==> src/rtl/rtc_pkg.sv <==
package rtc_pkg;
  localparam int RTC_DATA_W  = 32;
  localparam int RTC_STAGES  = 15;
  localparam int RTC_TICK_ST = 9;

  typedef enum logic {
    REG_SECS  = 1'b0,
    REG_ALARM = 1'b1
  } rtc_reg_e;
endpackage

==> src/rtl/rtc_rst_sync.sv <==
module rtc_rst_sync (
  input  logic clk,
  input  logic rst_n,
  output logic rst_sync_n
);
  logic meta_q;

  always_ff @(posedge clk or negedge rst_n) begin
    if (!rst_n) begin
      meta_q     <= 1'b0;
      rst_sync_n <= 1'b0;
    end else begin
      meta_q     <= 1'b1;
      rst_sync_n <= meta_q;
    end
  end
endmodule

==> src/rtl/rtc_divider.sv <==
module rtc_divider #(
  parameter int STAGES     = 15,
  parameter int TICK_STAGE = 9
) (
  input  logic              clk,
  input  logic              rst_n,
  input  logic              clear,
  input  logic              standby,
  output logic [STAGES-1:0] presc_q,
  output logic              sec_stb,
  output logic              tick_stb
);
  localparam logic [STAGES-1:0]     PRESC_FULL = '1;
  localparam logic [TICK_STAGE-1:0] TICK_PRE   = {1'b0, {(TICK_STAGE-1){1'b1}}};

  logic [STAGES-1:0] presc_d;

  always_comb begin
    presc_d  = clear ? '0 : presc_q + 1'b1;
    sec_stb  = !clear && (presc_q == PRESC_FULL);
    tick_stb = !clear && !standby && (presc_q[TICK_STAGE-1:0] == TICK_PRE);
  end

  always_ff @(posedge clk or negedge rst_n) begin
    if (!rst_n) presc_q <= '0;
    else        presc_q <= presc_d;
  end
endmodule

==> src/rtl/rtc_seconds.sv <==
module rtc_seconds #(
  parameter int DATA_W = 32
) (
  input  logic              clk,
  input  logic              rst_n,
  input  logic              sec_stb,
  input  logic              wr_secs,
  input  logic              wr_alarm,
  input  logic [DATA_W-1:0] wr_data,
  output logic [DATA_W-1:0] secs_q,
  output logic [DATA_W-1:0] alarm_q,
  output logic              match_q
);
  logic [DATA_W-1:0] secs_d;
  logic [DATA_W-1:0] alarm_d;
  logic              match_d;

  always_comb begin
    secs_d  = secs_q;
    alarm_d = alarm_q;
    if (wr_secs)      secs_d = wr_data;
    else if (sec_stb) secs_d = secs_q + 1'b1;
    if (wr_alarm)     alarm_d = wr_data;
    match_d = sec_stb && (secs_q == alarm_q);
  end

  always_ff @(posedge clk or negedge rst_n) begin
    if (!rst_n) begin
      secs_q  <= '0;
      alarm_q <= '0;
      match_q <= 1'b0;
    end else begin
      secs_q  <= secs_d;
      alarm_q <= alarm_d;
      match_q <= match_d;
    end
  end
endmodule

==> src/rtl/rtc_tick_match.sv <==
module rtc_tick_match #(
  parameter int STAGES     = rtc_pkg::RTC_STAGES,
  parameter int TICK_STAGE = rtc_pkg::RTC_TICK_ST,
  parameter int DATA_W     = rtc_pkg::RTC_DATA_W
) (
  input  logic              clk,
  input  logic              rst_n,
  input  logic              standby,
  input  logic              wr_en,
  input  logic              wr_sel,
  input  logic [DATA_W-1:0] wr_data,
  input  logic              rd_sel,
  output logic [DATA_W-1:0] rd_data,
  output logic              match_irq,
  output logic              tick_irq
);
  import rtc_pkg::*;

  logic              rst_i;
  logic              wr_secs;
  logic              wr_alarm;
  logic [STAGES-1:0] presc_q;
  logic              sec_stb;
  logic              tick_stb;
  logic [DATA_W-1:0] secs_q;
  logic [DATA_W-1:0] alarm_q;

  always_comb begin
    wr_secs  = wr_en && (rtc_reg_e'(wr_sel) == REG_SECS);
    wr_alarm = wr_en && (rtc_reg_e'(wr_sel) == REG_ALARM);
    rd_data  = (rtc_reg_e'(rd_sel) == REG_ALARM) ? alarm_q : secs_q;
  end

  rtc_rst_sync u_rst_sync (
    .clk        (clk),
    .rst_n      (rst_n),
    .rst_sync_n (rst_i)
  );

  rtc_divider #(
    .STAGES     (STAGES),
    .TICK_STAGE (TICK_STAGE)
  ) u_divider (
    .clk      (clk),
    .rst_n    (rst_i),
    .clear    (wr_secs),
    .standby  (standby),
    .presc_q  (presc_q),
    .sec_stb  (sec_stb),
    .tick_stb (tick_stb)
  );

  rtc_seconds #(
    .DATA_W (DATA_W)
  ) u_seconds (
    .clk      (clk),
    .rst_n    (rst_i),
    .sec_stb  (sec_stb),
    .wr_secs  (wr_secs),
    .wr_alarm (wr_alarm),
    .wr_data  (wr_data),
    .secs_q   (secs_q),
    .alarm_q  (alarm_q),
    .match_q  (match_irq)
  );

  always_ff @(posedge clk or negedge rst_i) begin
    if (!rst_i) tick_irq <= 1'b0;
    else        tick_irq <= tick_stb;
  end
endmodule

==> config.mk <==
export PLATFORM = sky130hd
export DESIGN_NAME = rtc_tick_match
export DESIGN_NICKNAME = d
export VERILOG_FILES = /design/src/rtl/rtc_pkg.sv /design/src/rtl/rtc_rst_sync.sv /design/src/rtl/rtc_divider.sv /design/src/rtl/rtc_seconds.sv /design/src/rtl/rtc_tick_match.sv
export SDC_FILE = /design/constraint.sdc
export NUM_CORES = 1
export LEC_CHECK = 0
export BUFFER_PORTS_ARGS = -buffer_cell sky130_fd_sc_hd__buf_2
export CORE_ASPECT_RATIO = 0.8
export CORE_MARGIN = 2
export CORE_UTILIZATION = 45
export DETAILED_ROUTE_END_ITERATION = 8
export PLACE_DENSITY = 0.73
export SYNTH_ARGS = -nofsm -noshare
export SYNTH_HDL_FRONTEND = slang
export SYNTH_SLANG_ARGS = --single-unit
==> constraint.sdc <==
create_clock -name clk -period 3.2 [get_ports clk]
set_clock_uncertainty 0.05 [all_clocks]
set_input_delay 0.32 -clock clk [delete_from_list [all_inputs] [get_ports clk]]
set_output_delay 0.32 -clock clk [all_outputs]
set_load 0.005 [all_outputs]
==> After elaboration in Yosys (flattened, before gate mapping) <==
Index checks and enable logic that the tools add are counted.
{ "op_classes": {"n_lt_le_gt_ge": 0, "n_bitwise": 1, "div_mod_pow": 0, "n_mul": 0, "n_mux": 4, "n_shift": 0, "n_addsub": 2, "reduce_logical": 9, "n_eq_ne": 3} }
{ "op_table": {"columns": ["op", "count"], "rows": [
  ["$mux W32", 3],
  ["$add A32 B1 Y32 const B", 1],
  ["$eq A32 B32 Y1", 1],
  ["$add A15 B1 Y15 const B", 1],
  ["$eq A15 B15 Y1 const B", 1],
  ["$mux W15", 1],
  ["$eq A9 B8 Y1 const B", 1],
  ["$logic_and A1 B1 Y1", 6],
  ["$logic_not A1 Y1", 2],
  ["$reduce_bool A2 Y1", 1],
  ["$not A1 Y1", 1]
]} }
{ "word_totals": {"n_memories": 0, "output_inout_bits": 34, "elab_cells": 26, "ram_bits": 0, "regBits": 83, "inputBits": 38, "latchBits": 0, "rom_bits": 0} }

==> Longest topological paths before layout <==
Gate-level depths: netlist of run 1.
{ "depth": {"depth_word": 6, "ltp_mapped": 7} }

==> By module <==
From an unflattened synthesis of run 1, not the netlist that was laid out.
{ "unflattened": {"cells_unflattened": 455, "hier_area_um2": 4941.0} }
{ "by_module_without_submodules": {"columns": ["mod", "n_inst", "area_each_um2", "cells_each"], "rows": [
  ["rtc_seconds", 1, 3542.1, 338],
  ["rtc_divider", 1, 763.2, 75],
  ["rtc_tick_match", 1, 581.8, 39],
  ["rtc_rst_sync", 1, 53.8, 3]
]} }

==> Worst setup path after synthesis of run 1 <==
No wires, ideal clock.
{ "synth_timing": {"path_kind": "flip-flop to flip-flop", "startpoint": "register u_divider.presc_q[0]", "endpoint": "register u_seconds.secs_q[17]", "path_slack_ns": 1.053, "required_time_ns": 3.009, "arrival_ns": 1.956, "setup_time_ns": 0.141, "stages_incl_launch_ff": 8, "synth_period_minus_slack_ns": 2.147, "path_cell_list": "dfrtp_1 -> ha_1 -> nand3_1 -> or4_1 -> buf_2 -> buf_4 -> o41ai_1 -> a31oi_1"} }
{ "synth_between": {"elab_chain_len": 3} }
{ "synth_lines": {"columns": ["element", "line_no", "rtl"], "rows": [
  ["start, declared", "rtc_divider.sv:9", "output logic [STAGES-1:0] presc_q,"],
  ["start signal, assigned", "rtc_divider.sv:26", "else presc_q <= presc_d;"],
  ["$eq A15 B15 Y1", "rtc_divider.sv:20", "sec_stb = !clear && (presc_q == PRESC_FULL);"],
  ["$logic_and A1 B1 Y1", "rtc_divider.sv:20", null],
  ["$reduce_bool A2 Y1 (no line)", null, null],
  ["end signal, assigned", "rtc_seconds.sv:33", "secs_q <= secs_d;"],
  ["end, declared", "rtc_seconds.sv:10", "output logic [DATA_W-1:0] secs_q,"]
]} }
No other way between the ends.
A chain may end at the register's enable or synchronous reset.

==> Final worst setup path of run 1 <==
{ "layout_timing": {"startpoint": "register u_divider.presc_q[0]", "endpoint": "register u_seconds.secs_q[18]"} }
The elaborated chain is that of the path after synthesis.

==> results.py, run 1 <==
metrics = {
    "synth": {
        "synth_edf_count": 0,
        "synth-main-ff-cell": "dfrtp_1",
        "synth_top_cell_by_area": "dfrtp_1",
        "syn-num-nets": 537,
        "synth_area_um2": 4840,
        "synth-seq-area-share": 0.429,
        "synth_area_leaders": "dfrtp_1 43%, mux2_2 14%, xor2_1 6.5%",
        "syn_avg_cell_area_um2": 9.75,
        "yosys_warnings": 0,
        "ys_ff_latch": 83,
        "yosys.area.top_type_share": 0.429,
        "netlist_instances": 496,
        "synthDistinctLibCells": 40,
        "synthArstFlopShare": 1.00,
    },
    "sta": {
        "fmax_ghz": 0.395,
        "tightest_slew_ns": 1.05,
        "finalCritPeriodShare": 0.790,
        "final.setup.tns_ns": 0,
        "max-slew-margin-rel": 0.298,
        "fin_crit_ns": 2.53,
        "hold_ws_ns": 0.0804,
        "rsz0062_at_grt": "false",
        "maxSlewViolCount": 0,
        "setup_violations": 0,
        "hold_viol_final": 0,
    },
    "cells_and_area": {
        "drive_above_1_share": 0.279,
        "final_cells": 692,
        "num_antenna_cells": 0,
        "fillers": 973,
        "multi_input_area_um2": 2580,
        "layout_commonest_cell": "dfrtp_1",
        "nets": 588,
        "final-seq-area_um2": 2080,
        "syn2layout_area_growth_pct": 15.3,
        "layout.cells.most_common_list": "82 x dfrtp_1, 71 x buf_2, 58 x mux2_2",
    },
    "cts": {
        "post-cts-setup-buffers": 0,
        "htree_levels": 3,
        "clockBufferDepth": 2,
        "tritoncts": "built",
        "cts_num_sinks": 83,
        "cts_root_buffer": "clkbuf_16",
        "clk_latency_ns": 0.34,
        "cts_buffers": 9,
        "clkTransAtPathRegs_ns": 0.06,
    },
    "worst_hold_path": {
        "holdPathStages": 2,
        "hold_class": "in2reg",
    },
    "detailed_routing": {
        "vias": 4048,
        "dr.pass1.iters": 5,
        "ant_nets": 0,
        "drt-total-wl_mm": 12.2,
        "drc_errors": 0,
        "wl_per_cell_um": 17.6,
        "vias_per_cell": 5.85,
        "drt-initial-drc-count": 269,
    },
    "global_routing": {
        "grt_pass1_wl_mm": 20.4,
        "grt_pass1_vias": 3970,
        "grt-ovfl-total": 0,
        "grt.total_usage": 0.222,
        "grt_start_max_net_pins": 82,
        "antenna_found_initial": 0,
    },
    "worst_setup_path": {
        "cp-end-kind": "register",
        "critPathMaxFanout": 17,
        "start_kind": "register",
        "worst_ep_arrival_time_ns": 2.74,
        "cp.required_ns": 3.41,
        "reg2regPathDepth": 5,
        "path_class": "reg2reg",
    },
    "die": {
        "dieArea_um2": 11600,
        "fp.dieW_um": 120,
        "rows": 33,
        "fp.dieH_um": 96.7,
        "start_util": 0.467,
        "core_area_um2": 10400,
        "ios": 72,
    },
    "power_and_ir_drop": {
        "power.leakage_uw": 0.00236,
        "ir_drop_v": 0.000239,
        "p_total_uw": 2980,
        "p_per_area_nw_per_um2": 534,
    },
    "place": {
        "dp_hpwl_mm": 8.51,
        "dpl.cell_count": 675,
        "port_buffers": 71,
        "gp_congestion": 0.861,
    },
    "job": {
        "maxCapViolations": 0,
    },
    "run_status": {
        "status": "finished, final reports clean",
    },
}
[flip-flops by register name, indices dropped and copies added, names as in the netlist]
name,count
u_rst_sync.meta_q,1
u_seconds.secs_q,32
u_rst_sync.rst_sync_n,1
u_seconds.alarm_q,32
tick_irq,1
u_seconds.match_q,1
u_divider.presc_q,15
[routing by layer]
layer	routed length (um)	GRT usage
met5	0	0
met3	657	0.0466
met1	5790	0.319
met4	197	0.0715
met2	5530	0.335
[worst max-delay path: stages (launching register included)]
cell,delay (ns)
dfrtp_1,0.36
ha_1,0.21
nand3_1,0.22
or4_1,0.86
or4_1,0.57
a31oi_1,0.18
[timing repair]
action                                 in CTS  in global routing
gates resized for setup                     0                  0
endpoints found under the hold margin       2                  0
hold buffers                                1                  0
[final timing paths]
check | end | slack (ns) | start
worst min register to register | u_rst_sync.rst_sync_n | 0.30 | u_rst_sync.meta_q
worst min-delay path | tick_irq | 0.08 | standby
worst max register to register | u_seconds.secs_q[18] | 0.67 | u_divider.presc_q[0]
max in group asynchronous | u_seconds.alarm_q[14] | 1.96 | u_rst_sync.rst_sync_n
min in group asynchronous | u_rst_sync.rst_sync_n | 0.24 | rst_n
worst max-delay path | u_seconds.secs_q[18] | 0.67 | u_divider.presc_q[0]
[area by class of cell]
cell class | count | area share
Inverter | 8 | 0.00538
Tap cell | 140 | 0.0314
Sequential cell | 83 | 0.373
Timing Repair Buffer | 79 | 0.0749
Clock buffer | 14 | 0.0455
Clock inverter | 2 | 0.00628
Multi-Input combinational cell | 366 | 0.463
[power breakdown]
part	switching [uW]	internal, uW	leakage, uW
sequential	190	1180	0.000999
combinational	286	293	0.00122
clock	401	626	0.000141
[stage by stage]
| stage | setup WS, ns | cell area (um2) | util |
|---|---|---|---|
| CTS | 0.665 | 5580 | 0.538 |
| detailed placement | 0.697 | 5280 | 0.509 |
| floorplan | 0.667 | 4840 | - |
| global route | 0.508 | 5580 | 0.538 |
| finish | 0.671 | 5580 | 0.538 |
| global placement | 0.764 | 5280 | 0.509 |
[synthesized netlist by cell type, types with 6 or more instances]
cell	instances
o21ai_0	14
xnor2_1	8
or4_1	12
o31ai_1	10
nor2_1	40
nand2_1	45
nor4_1	15
a31oi_1	23
nand3_1	18
xor2_1	36
inv_1	8
nand4_1	21
clkbuf_1	30
mux2_2	58
dfrtp_1	83
or3_1	6
nor3_1	7
and4_1	8
[cell families after synthesis]
kind of cell | share of synthesized area
DFF | 0.429
muxes | 0.135
other | 0.000775
AOI/OAI and AO/OA | 0.0968
buffers and inverters | 0.0383
adders and majority gates | 0.00776
and+or+nand+nor | 0.212
xor gates and xnor gates | 0.0797
Note: power is estimated with default switching activity, not from simulation.
==> run 2: changes to the inputs <==
Settings changed: PLACE_DENSITY 0.73 to 0.76.
Clock period 3.2 ns to 2.15 ns, I/O delays scaled along.
==> run 2 against run 1 <==
Net effect:
- non-clock buffer count rose by 36
- sequential share of layout area down 2.4 points
- highest routed layer unchanged
- critical path type unchanged
- cell count is 5.2% higher
- critical path depth up 1
- maximum frequency is 21% higher
==> results.py, run 2 (same netlist as run 1, synthesis figures left out) <==
metrics = {
    "cells_and_area": {
        "drive_above_1_share": 0.335,
        "final-seq-area_um2": 2080,
        "syn2layout_area_growth_pct": 23.3,
        "multi_input_area_um2": 2620,
        "layout.cells.most_common_list": "79 x dfrtp_1, 72 x buf_2, 58 x mux2_2",
        "largest_registers": "u_seconds.alarm_q x32, u_seconds.secs_q x32, u_divider.presc_q x15",
        "layout_commonest_cell": "dfrtp_1",
        "nets": 624,
        "num_antenna_cells": 0,
        "final_cells": 728,
        "fillers": 895,
    },
    "sta": {
        "setup_violations": 0,
        "rsz0062_at_grt": "false",
        "hold_ws_ns": 0.0503,
        "fin_crit_ns": 2.09,
        "finalCritPeriodShare": 0.972,
        "fmax_ghz": 0.478,
        "hold_viol_final": 0,
        "maxSlewViolCount": 0,
    },
    "detailed_routing": {
        "drt-initial-drc-count": 432,
        "vias": 4393,
        "wl_per_cell_um": 18.5,
        "ant_nets": 0,
        "drc_errors": 0,
        "vias_per_cell": 6.03,
        "dr.pass1.iters": 5,
        "drt-total-wl_mm": 13.4,
    },
    "place": {
        "dpl.cell_count": 703,
        "dp_hpwl_mm": 9.14,
        "gp_congestion": 0.895,
        "port_buffers": 71,
    },
    "die": {
        "dieArea_um2": 11600,
        "fp.dieW_um": 120,
        "fp.dieH_um": 96.7,
        "start_util": 0.467,
        "ios": 72,
        "rows": 33,
        "core_area_um2": 10400,
    },
    "global_routing": {
        "antenna_found_initial": 0,
        "grt_pass1_wl_mm": 21.7,
        "grt.total_usage": 0.237,
        "grt_start_max_net_pins": 52,
        "grt-ovfl-total": 0,
        "grt_pass1_vias": 4263,
    },
    "worst_setup_path": {
        "regToRegSetupSlack_ns": 0.06,
        "start_kind": "register",
        "cp-end-kind": "register",
        "reg2regPathDepth": 6,
        "critPathMaxFanout": 15,
        "cp.required_ns": 2.36,
        "worst_ep_arrival_time_ns": 2.30,
        "r2r_end": "u_seconds.secs_q[8]",
        "r2r_start": "u_divider.presc_q[0]",
        "path_class": "reg2reg",
    },
    "cts": {
        "cts_num_sinks": 83,
        "clkTransAtPathRegs_ns": 0.06,
        "htree_levels": 3,
        "cts_buffers": 9,
        "clockBufferDepth": 2,
        "cts_root_buffer": "clkbuf_16",
        "tritoncts": "built",
        "clk_latency_ns": 0.34,
    },
    "worst_hold_path": {
        "hold_path_end": "u_seconds.secs_q[0]",
        "hold_class": "in2reg",
        "holdPathStages": 3,
        "hp-start": "wr_data[0]",
    },
    "run_status": {
        "status": "finished, final reports clean",
    },
    "power_and_ir_drop": {
        "p_per_area_nw_per_um2": 778,
        "power.leakage_uw": 0.00255,
        "ir_drop_v": 0.000383,
    },
    "job": {
        "maxCapViolations": 0,
    },
}
## run 2: how the worst max path moves through the flow
stage / startpoint / cells after the start / slack, ns / endpoint
2_1_floorplan: u_divider.presc_q[0] / 7 / 0.003 / u_seconds.secs_q[17]
3_3_place_gp: u_divider.presc_q[0] / 6 / -0.05 / u_seconds.secs_q[21]
3_5_place_dp: u_divider.presc_q[0] / 6 / -0.13 / u_seconds.secs_q[11]
4_1_cts: u_divider.presc_q[1] / 6 / 0.01 / u_seconds.secs_q[8]
5_1_grt: u_divider.presc_q[0] / 6 / 0.01 / u_seconds.secs_q[14]
6_report: u_divider.presc_q[0] / 6 / 0.06 / u_seconds.secs_q[8]
## run 2: routing by layer
layer  global-route usage  vias up  routed length, um  part of all wire
met1                0.332     2178               5910              0.44
met3               0.0542       26                993             0.074
li1                     -     1992                  -                 -
met4               0.0842        0                312             0.023
met2                0.359      197               6230              0.46
met5                    0        -                  0                 0
## run 2: what timing repair did
action,in CTS,in global routing
endpoints found under the hold margin,3,0
setup buffers,1,5
gates resized for setup,6,6
hold buffers,2,0
endpoints found under the setup margin,9,9
pin swaps,5,3
gates cloned,1,0
## run 2: stage by stage
stage	power (uW)	area, um2	TNS [ns]	util	setup slack, ns
floorplan	2580	4840	0	-	0.00333
global placement	2960	5540	-0.223	0.534	-0.0483
detailed placement	2990	5540	-0.613	0.534	-0.130
CTS	4620	5910	0	0.570	0.0104
global route	4850	5960	0	0.576	0.0117
finish	4640	5960	0	0.576	0.0601
## run 2: cell type report
| type | instances | area share |
|---|---|---|
| Multi-Input combinational cell | 366 | 0.439 |
| Sequential cell | 83 | 0.349 |
| Timing Repair Buffer | 115 | 0.126 |
| Clock buffer | 15 | 0.0466 |
| Tap cell | 140 | 0.0294 |
| Clock inverter | 1 | 0.00503 |
| Inverter | 8 | 0.00503 |
## run 2: power by group
group / switching [uW] / internal, uW
Clock: 607 / 997
Sequential: 243 / 1760
Combinational: 525 / 509
## run 2: worst max-delay path, stage by stage, from the launching register on
cell	delay, ns
dfrtp_1	0.39
ha_4	0.18
nand3_4	0.09
or4_4	0.53
buf_8	0.16
or4_1	0.46
a31oi_1	0.14
==> run 3: changes to the inputs <==
Settings changed: SYNTH_HIERARCHICAL from default to 1.
==> run 3 against run 2 <==
Net effect:
- the flow now finishes with violations (setup timing)
- global-route usage decreased by 1.4 points
- worst hold slack improved by 0.0023 ns
- combinational power increased by 13%
- flip-flop and latch count unchanged
- worst setup slack got worse by 0.29 ns
- non-clock buffer count increased by 28
- register-to-register slack got worse by 0.29 ns
- clock-buffer cell count decreased by 3
==> results.py, run 3 <==
metrics = {
    "run_status": {
        "status": "complete, but fails checks",
        "failed_checks": "setup timing",
    },
    "worst_setup_path": {
        "critPathSlowestCell": "or4_4",
        "critPathLaunch": "u_divider/presc_q[9]",
        "critPathMaxFanout": 7,
        "worst_ep_arrival_time_ns": 2.60,
        "start_kind": "register",
        "cp.depth": 8,
        "cp_cell_sequence": "nand4_1, nor4_4, and2_4, nand3_4, or3_4, buf_6, or4_4, a31oi_1",
        "cp.required_ns": 2.36,
        "path_class": "reg2reg",
        "critPathTopFamily": "simple AND/OR/NAND/NOR gates",
        "critPathMaxStageDelay_ns": 0.40,
        "cp-endpoint": "u_seconds/secs_q[30]",
        "r2r_start": "u_divider/presc_q[9]",
        "cp-end-kind": "register",
        "reg2regPathDepth": 8,
        "regToRegSetupSlack_ns": -0.23,
        "r2r_end": "u_seconds/secs_q[30]",
        "critPathBufInv": 1,
    },
    "worst_hold_path": {
        "hold_class": "in2reg",
    },
    "cells_and_area": {
        "fillers": 863,
        "layout.cells.most_common_list": "81 x dfrtp_1, 71 x buf_2, 64 x buf_4",
        "multi_input_area_um2": 2820,
        "final-seq-area_um2": 2080,
        "layout_commonest_cell": "dfrtp_1",
        "syn2layout_area_growth_pct": 30.1,
        "nets": 621,
        "largest_registers": "u_seconds/alarm_q x32, u_seconds/secs_q x32, u_divider/presc_q x15",
        "num_antenna_cells": 0,
        "drive_above_1_share": 0.441,
    },
    "detailed_routing": {
        "drt-initial-drc-count": 311,
        "ant_nets": 0,
        "drt-total-wl_mm": 13.2,
        "dr.pass1.iters": 5,
        "drc_errors": 0,
        "wl_per_cell_um": 18.0,
        "vias_per_cell": 5.74,
        "vias": 4187,
    },
    "power_and_ir_drop": {
        "p_per_area_nw_per_um2": 793,
        "ir_drop_v": 0.000579,
        "p_switching_uw": 1400,
        "p_total_uw": 5100,
        "internal_power_uw": 3700,
        "seqPwrFrac": 0.394,
        "clkPwrFrac": 0.378,
        "switching_share": 0.275,
        "p_comb_frac": 0.228,
        "power.leakage_uw": 0.00280,
    },
    "synth": {
        "synthArstFlopShare": 1.00,
        "synth_compound_area_frac": 0.0793,
        "yosys.area.top_type_share": 0.420,
        "yosys.area_share.simple": 0.182,
        "synthDistinctLibCells": 46,
        "netlist_instances": 455,
        "synth_area_leaders": "dfrtp_1 42%, mux2_4 9.1%, mux2_2 7.7%",
        "synthMuxAreaShare": 0.175,
        "synth-seq-area-share": 0.420,
        "syn-num-nets": 496,
        "syn_avg_cell_area_um2": 10.9,
        "synth_top_family_by_area": "simple AND/OR/NAND/NOR gates",
        "yosys_warnings": 6,
        "synth_edf_count": 0,
        "synth_most_common_cell": "dfrtp_1",
        "synthTopCellsByCount": "83 x dfrtp_1, 36 x xor2_1, 34 x mux2_2, 30 x mux2_4, 30 x nand2_1",
        "synth-main-ff-cell": "dfrtp_1",
        "synth_fa_ha_area_frac": 0.00760,
        "synth_top_cell_by_area": "dfrtp_1",
        "ys_ff_latch": 83,
        "synth_area_um2": 4940,
        "synthXorXnorAreaFrac": 0.0851,
    },
    "sta": {
        "finalCritPeriodShare": 1.11,
        "final.setup.tns_ns": -2.87,
        "rsz0062_at_grt": "true",
        "tightest_slew_ns": 0.570,
        "setup_violations": 18,
        "fmax_ghz": 0.419,
        "worst_slack_ns": -0.234,
        "max-slew-margin-rel": 0.616,
        "hold_viol_final": 0,
        "maxSlewViolCount": 0,
        "fin_crit_ns": 2.38,
    },
    "cts": {
        "cts_root_buffer": "clkbuf_16",
        "cts_buffers": 9,
        "tritoncts": "built",
        "clkTransAtPathRegs_ns": 0.06,
        "htree_levels": 3,
        "clk_latency_ns": 0.34,
        "cts_num_sinks": 83,
        "clockBufferDepth": 2,
    },
    "die": {
        "fp.dieW_um": 121,
        "ios": 72,
        "core_area_um2": 10800,
        "start_util": 0.457,
        "dieArea_um2": 11800,
        "rows": 34,
        "fp.dieH_um": 97.7,
    },
    "global_routing": {
        "grt_pass1_wl_mm": 20.8,
        "grt_start_max_net_pins": 49,
        "grt.total_usage": 0.223,
        "antenna_found_initial": 0,
        "grt_pass1_vias": 4226,
        "grt-ovfl-total": 0,
    },
    "place": {
        "gp_congestion": 0.877,
        "port_buffers": 71,
        "dp_hpwl_mm": 8.98,
    },
    "job": {
        "maxCapViolations": 0,
    },
}
run 3: worst min path at each step:
stage                           to  slack [ns]  cells past startpoint       start
2_1_floorplan    u_rst_sync/meta_q       -0.13                      0       rst_n
3_3_place_gp     u_rst_sync/meta_q       -0.05                      1       rst_n
3_5_place_dp     u_rst_sync/meta_q       -0.05                      1       rst_n
4_1_cts        u_seconds/secs_q[8]        0.04                      3  wr_data[8]
5_1_grt        u_seconds/secs_q[9]        0.06                      3  wr_data[9]
6_report       u_seconds/secs_q[3]        0.05                      3  wr_data[3]
run 3: cell type report:
class	instances	share of cell area
Sequential cell	83	0.324
Clock inverter	4	0.0187
Inverter	9	0.00525
Clock buffer	12	0.0399
Multi-Input combinational cell	334	0.438
Tap cell	144	0.0280
Timing Repair Buffer	143	0.146
run 3: worst min-delay path, cell delays in order:
cell and delay [ns]:
buf_2 0.09, nand2_1 0.04, o21ai_0 0.06
run 3: power by group through the flow:
stage          Clock (uW)  Sequential, uW  Combinational, uW
2_1_floorplan           0            2020                671
3_3_place_gp            0            2010               1070
3_5_place_dp            0            2030               1090
4_1_cts              1960            2000               1130
5_1_grt              2030            2040               1260
6_report             1930            2010               1160
run 3: logic make-up after synthesis:
| logic type | after synthesis |
|---|---|
| and+or+nand+nor | 152 |
| adders and majority gates | 3 |
| DFF | 83 |
| other | 1 |
| muxes | 67 |
| xor gates and xnor gates | 48 |
| buffers and inverters | 38 |
| AOI/OAI and AO/OA | 63 |
run 3: routing by layer:
layer / wire length, um / part of all wire / vias up / track usage
li1: - / - / 1925 / -
met1: 5650 / 0.43 / 2095 / 0.293
met2: 6320 / 0.48 / 146 / 0.357
met3: 889 / 0.068 / 21 / 0.0675
met4: 291 / 0.022 / 0 / 0.0654
met5: 0 / 0 / - / 0
run 3: per-stage QoR:
stage	hold WS, ns	utilization	cells	setup WS [ns]	cell area [um2]
floorplan	-0.131	-	455	-0.413	5010
global placement	-0.0500	0.533	695	-0.334	5750
detailed placement	-0.0492	0.533	695	-0.450	5750
CTS	0.0422	0.584	724	-0.246	6310
global route	0.0598	0.595	729	-0.340	6430
finish	0.0526	0.595	729	-0.234	6430
run 3: timing repair:
action / in CTS / in global routing
setup endpoints to repair: 25 / 24
gates resized for setup: 19 / 15
buffers inserted: 11 / 5
pin swaps: 25 / 17
gates cloned: 0 / 1
hold buffers: 2 / 0
hold endpoints to repair: 3 / 0
